### src/rtl/tsx_pkg.sv
package tsx_pkg;
  // Correction applied to the rebuilt seconds value
  typedef enum logic [0:0] {
    CORR_NONE = 1'b0,
    CORR_WRAP = 1'b1
  } tsx_corr_e;
endpackage

### src/rtl/tsx_field_split.sv
module tsx_field_split #(
  parameter int WORD_W   = 32,
  parameter int NS_W     = 30,
  parameter int SLO_W    = 2,
  parameter int SHI_W    = 4,
  parameter int FLAG_POS = 31
) (
  input  logic [WORD_W-1:0]      word_a,
  input  logic [WORD_W-1:0]      word_b,
  output logic [NS_W-1:0]        ns,
  output logic [SLO_W+SHI_W-1:0] trunc_sec,
  output logic                   cap_flag
);
  localparam int TW = SLO_W + SHI_W;

  logic [SLO_W-1:0] sec_lo;
  logic [SHI_W-1:0] sec_hi;

  always_comb begin
    ns        = word_a[NS_W-1:0];
    sec_lo    = word_a[NS_W +: SLO_W];
    sec_hi    = word_b[SHI_W-1:0];
    cap_flag  = word_b[FLAG_POS];
    trunc_sec = TW'({sec_hi, sec_lo});
  end
endmodule

### src/rtl/tsx_wrap_fix.sv
module tsx_wrap_fix
  import tsx_pkg::*;
#(
  parameter int SEC_W = 48,
  parameter int TW    = 6
) (
  input  logic [TW-1:0]    trunc_sec,
  input  logic [SEC_W-1:0] tod_sec,
  output logic [SEC_W-1:0] full_sec,
  output tsx_corr_e        corr
);
  localparam logic [SEC_W-1:0] LOW_MASK = {{(SEC_W-TW){1'b0}}, {TW{1'b1}}};
  localparam logic [SEC_W-1:0] RANGE    = {{(SEC_W-TW-1){1'b0}}, 1'b1, {TW{1'b0}}};

  logic [SEC_W-1:0] base;
  logic [SEC_W-1:0] merged;

  always_comb begin
    corr   = (trunc_sec[TW-1] && !tod_sec[TW-1]) ? CORR_WRAP : CORR_NONE;
    base   = tod_sec & ~LOW_MASK;
    merged = base + {{(SEC_W-TW){1'b0}}, trunc_sec};
    if (corr == CORR_WRAP) full_sec = merged - RANGE;
    else                   full_sec = merged;
  end
endmodule

### src/rtl/ts_seconds_extender.sv
module ts_seconds_extender
  import tsx_pkg::*;
#(
  parameter int WORD_W   = 32,
  parameter int NS_W     = 30,
  parameter int SLO_W    = 2,
  parameter int SHI_W    = 4,
  parameter int SEC_W    = 48,
  parameter int FLAG_POS = 31
) (
  input  logic              clk,
  input  logic              rst,
  input  logic              in_valid,
  input  logic [WORD_W-1:0] in_word_a,
  input  logic [WORD_W-1:0] in_word_b,
  input  logic [SEC_W-1:0]  in_tod_sec,
  output logic              out_valid,
  output logic [SEC_W-1:0]  out_sec,
  output logic [NS_W-1:0]   out_ns
);
  localparam int TW = SLO_W + SHI_W;

  logic [NS_W-1:0]  ns_w;
  logic [TW-1:0]    trunc_w;
  logic             flag_w;
  logic [SEC_W-1:0] sec_w;
  tsx_corr_e        corr_w;
  logic             accept;

  tsx_field_split #(
    .WORD_W(WORD_W), .NS_W(NS_W), .SLO_W(SLO_W), .SHI_W(SHI_W), .FLAG_POS(FLAG_POS)
  ) split_i (
    .word_a(in_word_a), .word_b(in_word_b),
    .ns(ns_w), .trunc_sec(trunc_w), .cap_flag(flag_w)
  );

  tsx_wrap_fix #(.SEC_W(SEC_W), .TW(TW)) fix_i (
    .trunc_sec(trunc_w), .tod_sec(in_tod_sec),
    .full_sec(sec_w), .corr(corr_w)
  );

  assign accept = in_valid && flag_w;

  always_ff @(posedge clk) begin
    if (rst) begin
      out_valid <= 1'b0;
      out_sec   <= '0;
      out_ns    <= '0;
    end else begin
      out_valid <= accept;
      if (accept) begin
        out_sec <= sec_w;
        out_ns  <= ns_w;
      end
    end
  end

  // an accepted input yields a valid result next cycle
  p_latency_r6: assert property (@(posedge clk) disable iff (rst)
    (in_valid && in_word_b[FLAG_POS]) |=> out_valid);

  // no output when not accepted, and held values
  p_gate_r7: assert property (@(posedge clk) disable iff (rst)
    !(in_valid && in_word_b[FLAG_POS]) |=> (!out_valid && $stable(out_sec) && $stable(out_ns)));

  // nanoseconds pass through
  p_ns_pass_r9: assert property (@(posedge clk) disable iff (rst)
    (in_valid && in_word_b[FLAG_POS]) |=> out_ns == $past(in_word_a[NS_W-1:0]));

  // low seconds bits match the short field
  p_low_bits_r2: assert property (@(posedge clk) disable iff (rst)
    (in_valid && in_word_b[FLAG_POS]) |=>
      out_sec[TW-1:0] == $past({in_word_b[SHI_W-1:0], in_word_a[NS_W +: SLO_W]}));

  // correction only when short top bit set and live top bit clear
  p_wrap_cond_r4: assert property (@(posedge clk) disable iff (rst)
    (corr_w == CORR_WRAP) |-> (trunc_w[TW-1] && !in_tod_sec[TW-1]));

  // short top bit clear never corrects
  p_no_corr_r5: assert property (@(posedge clk) disable iff (rst)
    !in_word_b[SHI_W-1] |-> (sec_w[SEC_W-1:TW] == in_tod_sec[SEC_W-1:TW]));
endmodule

### config.mk
export PLATFORM = sky130hd
export DESIGN_NAME = ts_seconds_extender
export DESIGN_NICKNAME = d
export VERILOG_FILES = /design/src/rtl/tsx_pkg.sv /design/src/rtl/tsx_field_split.sv /design/src/rtl/tsx_wrap_fix.sv /design/src/rtl/ts_seconds_extender.sv
export SDC_FILE = /design/constraint.sdc
export NUM_CORES = 1
export LEC_CHECK = 0
export ABC_AREA = 0
export BUFFER_PORTS_ARGS = -buffer_cell sky130_fd_sc_hd__buf_2
export CORE_UTILIZATION = 35
export CTS_CLUSTER_DIAMETER = 60
export DETAILED_ROUTE_END_ITERATION = 12
export GPL_TIMING_DRIVEN = 1
export PLACE_DENSITY_LB_ADDON = 0.15
export SLEW_MARGIN = 10
export SYNTH_ARGS = -nofsm -noshare
export SYNTH_HDL_FRONTEND = slang
export SYNTH_HIERARCHICAL = 1
export SYNTH_SLANG_ARGS = --single-unit
### constraint.sdc
create_clock -name clk -period 2.12 [get_ports clk]
set_input_delay 0.106 -clock clk [delete_from_list [all_inputs] [get_ports clk]]
set_output_delay 0.106 -clock clk [all_outputs]
set_load 0.01 [all_outputs]
======== Word level (Yosys, flattened, before mapping) ========
Cells that the tools add are included.
storage, ports and cells
  input port bits ......................... 115
  bits in registers ....................... 79
  output and inout bits ................... 79
  logic and storage cells ................. 10
cells by class
  add/sub/neg operators ................... 2
  mux-type cells .......................... 2
  reductions and logical operators ........ 3
operators with widths
  cell                                                                   count
  48-bit by 6-bit adder with 48-bit output                               1
  48-bit two-way mux                                                     1
  48-bit by 7-bit subtractor with 48-bit output (second input constant)  1
  1-bit logical AND                                                      2
  1-bit zero test                                                        1
  1-bit two-way mux                                                      1

======== Longest topological paths before layout ========
  word-level depth ........................ 4
  gate-level depth with buffers ........... 9
  mapped depth without buffers ............ 8

======== Cells and area by module ========
The synthesis kept the hierarchy.
by module, submodules not included
  module               cells an instance  area each (um^2)  times used  seq. area each (um^2)
  ts_seconds_extender  358                3363.2            1           1581.5
  tsx_wrap_fix         145                1184.9            1           0.0
  tsx_field_split      37                 277.8             1           0.0

======== Worst setup path after synthesis ========
OpenSTA, ideal clock, no wires.
  kind .................................... input to register
  from .................................... in in_tod_sec[6]
  to ...................................... reg out_sec[44]
  path buffers ............................ 1
  arrival time ............................ 1.536 ns
  data required time ...................... 2.050 ns
  setup time .............................. 0.070 ns
  cell stages on the path ................. 9
  setup slack ............................. 0.513 ns
  cells stage by stage .................... inv_1 -> ha_1 -> and4bb_1 -> nand4_4 -> buf_6 -> nor4_4 -> xor2_1 -> nand3_1 -> a21oi_1
between the ends
  word-level cells in the longest chain between the ends .. 3
ends and longest elaborated chain
  element                                        line                       source
  from (decl)                                    ts_seconds_extender.sv:16  input logic [SEC_W-1:0] in_tod_sec,
  48-bit by 6-bit adder with 48-bit output (*)   tsx_wrap_fix.sv:21         merged = base + {{(SEC_W-TW){1'b0}}, trunc_sec};
  48-bit by 7-bit subtractor with 48-bit output  tsx_wrap_fix.sv:22         if (corr == CORR_WRAP) full_sec = merged - RANGE;
  48-bit two-way mux (*)                         tsx_wrap_fix.sv:22
  named net sec_w[44]                            ts_seconds_extender.sv:26  logic [SEC_W-1:0] sec_w;
  to (signal assigned)                           ts_seconds_extender.sv:52  out_sec <= sec_w;
  to (decl)                                      ts_seconds_extender.sv:18  output logic [SEC_W-1:0] out_sec,
Mark *: on every way through the listed nets, which the timed path passes. The rest lies on a longest branch.
A chain may end at the register's enable or synchronous reset.

======== Worst setup path in the final report ========
  from .................................... in in_tod_sec[6]
  to ...................................... reg out_sec[38]
Same word-level chain as after synthesis.

==> impl_metrics.json <==
{
  "status": "finished clean",
  "die_area_sq_um": 14300,
  "rsz0062_at_grt": "false",
  "ys_seq_elements": 79,
  "synth_top_family_by_area": "compound AO/OA/AOI/OAI gates",
  "min_from": "in_word_a[13]",
  "synth_adder_area_share_pct": 0.259,
  "yosys.area_share.simple_pct": 23.2,
  "final_common_cell": "buf_2",
  "final_cell_mix": "buf_2 (159), nand3_1 (84), dfxtp_1 (79)",
  "fin_util_pct": 43.0,
  "start_kind": "input port",
  "clk_pin_slew_ns": 0.06,
  "fin_crit_ns": 1.66,
  "setup_viol": 0,
  "register_area_sq_um": 1580,
  "initial_core_util_pct": 36.2,
  "muxShareOfSynthArea_pct": 0,
  "max_freq_ghz": 0.601,
  "ys_types": 34,
  "viasPerCell": 5.05,
  "leakage_nw": 2.48,
  "reg2reg_depth": 2,
  "drt_pass1_iterations": 4,
  "postRouteAntennaNets": 0,
  "critPathMaxFanout": 13,
  "drive_above_1_share_pct": 36.2,
  "cts_tree": "built",
  "postPlaceCellArea_sq_um": 5460,
  "max_slew_margin_pct": 59.3,
  "synth-compound-area-share_pct": 24.7,
  "cts.sinks": 79,
  "synth_edf_count": 0,
  "cts_buffers": 9,
  "grt_start_max_net_pins": 80,
  "slew_violations": 0,
  "arrival_ns": 1.93,
  "cts_setup_buffers": 0,
  "fp.dieH_um": 119,
  "min_period_over_period_pct": 78.5,
  "holdPathStages": 3,
  "tns_ns": 0,
  "wl_per_cell_um": 14.7,
  "critPathCaptureType": "flip-flop",
  "coreArea_sq_um": 13300,
  "syn_inst": 540,
  "drc": 0,
  "track_usage_pct": 17.0,
  "pin_count": 194,
  "yosysSeqAreaShare_pct": 32.8,
  "grt_antenna_before_repair": 0,
  "pwr_density_cell_nw_per_um2": 639,
  "multi_input_comb_area_sq_um": 2670,
  "fill_cells": 1358,
  "pre_cts_slack_ns": 0.110,
  "cts_hold_buf": 0,
  "final_area_sq_um": 5740,
  "via_count": 4113,
  "ctsRootBufferMaster": "clkbuf_16",
  "gp_congestion": 0.812,
  "area_growth_pct": 18.9,
  "cts_buffer_depth": 2,
  "synth_ff_type": "dfxtp_1",
  "nets": 752,
  "yosysWarnings": 6,
  "grt_pass1_vias": 3827,
  "reg2reg_slack_ns": 1.36,
  "required_ns": 2.39,
  "syn-cell-area_sq_um": 4830,
  "drt_iter0_markers": 139,
  "worst_hold_path_type": "input port to flip-flop",
  "worst_ir_drop_vdd_mv": 0.308,
  "hold_end": "out_ns[13]$_SDFFE_PP0P_",
  "cts_resized": 0,
  "avgSynthCellArea_sq_um": 8.94,
  "numPortBuffers": 161,
  "dpl.hpwl_um": 8210,
  "dpl.cell_count": 801,
  "layout_setup_ws_ns": 0.457,
  "clk_latency_ns": 0.34,
  "timing.rr.end": "out_sec[8]$_SDFFE_PP0P_",
  "syn_nets": 656,
  "finalPower_mw": 3.66,
  "drt_wl_total_um": 12000,
  "hold_ws_ns": 0.0145,
  "maxCapViolCount": 0,
  "placementRows": 42,
  "synthArstFlopShare_pct": 0,
  "fin_skew_ns": 0,
  "h-tree-depth": 3,
  "diodes": 0,
  "max_slew.worst_pin.slew_ns": 0.610,
  "grt_pass1_wl_um": 19400,
  "finalHoldViolCount": 0,
  "critPathKind": "input port to flip-flop",
  "gr-total-overflow": 0,
  "reg2reg_from": "out_sec[8]$_SDFFE_PP0P_",
  "die_w_um": 119,
  "synth-xor-area-share_pct": 7.26,
  "final_cells": 815
}
-- final cells by class --
type / count / area share (%)
well taps: 176 / 3.84
inverters: 3 / 0.196
multi-input cells: 369 / 46.6
flip-flops and latches: 79 / 27.6
repair buffers: 174 / 16.9
clock buffers: 11 / 4.06
clock inverters: 3 / 0.807
-- critical path: stages --
cell	delay (ns)
buf_2	0.11
inv_1	0.08
ha_1	0.16
and4bb_1	0.28
nand4_4	0.32
nor4_1	0.47
xor2_1	0.18
nand3_1	0.08
a21oi_1	0.12
-- power by group --
part | switching, mW | internal, mW | leakage [nW]
registers | 0.0299 | 1.55 | 0.646
clock network | 0.600 | 0.901 | 0.132
logic | 0.326 | 0.252 | 1.70
total | 0.956 | 2.71 | 2.48
-- synth_stat cells (all sizes together) (7+ instances only) --
| cell | count | share of area (%) |
|---|---|---|
| nor4 | 24 | 6.7 |
| nand2 | 12 | 0.93 |
| nor3 | 16 | 2.3 |
| xor2 | 33 | 6.0 |
| nor2 | 12 | 0.93 |
| nand3 | 84 | 8.7 |
| dfxtp | 79 | 33 |
| clkbuf | 9 | 0.70 |
| a21oi | 78 | 8.1 |
| a21bo | 78 | 16 |
| xnor2 | 7 | 1.3 |
| buf | 80 | 11 |
| nand4 | 7 | 1.5 |
-- layer usage --
| layer | wire length (um) | global-route usage [%] |
|---|---|---|
| met5 | 0 | 0 |
| met4 | 190 | 7.27 |
| met3 | 637 | 3.83 |
| met2 | 5450 | 26.6 |
| met1 | 5700 | 22.3 |
-- logic make-up (layout without fill, tap and decap cells) --
group           count (synthesis)  after routing
compound gates                159            159
xor+xnor                       40             40
fa+ha+maj                       1              1
buf+inv                        92            191
flops                          79             79
simple gates                  169            169
-- worst max path at each step --
stage	from	endpoint	cells after the start
floorplan	in_tod_sec[6]	out_sec[44]$_SDFFE_PP0P_	9
global placement	in_tod_sec[6]	out_sec[36]$_SDFFE_PP0P_	9
detailed placement	in_tod_sec[6]	out_sec[38]$_SDFFE_PP0P_	9
CTS	in_tod_sec[6]	out_sec[38]$_SDFFE_PP0P_	9
global route	in_tod_sec[6]	out_sec[20]$_SDFFE_PP0P_	10
finish	in_tod_sec[6]	out_sec[38]$_SDFFE_PP0P_	9
-- flip-flops by register name (all words and copies together), names as in the netlist --
register / count
out_sec: 48
out_ns: 30
out_valid: 1
Power figures use the tool's default switching activity.
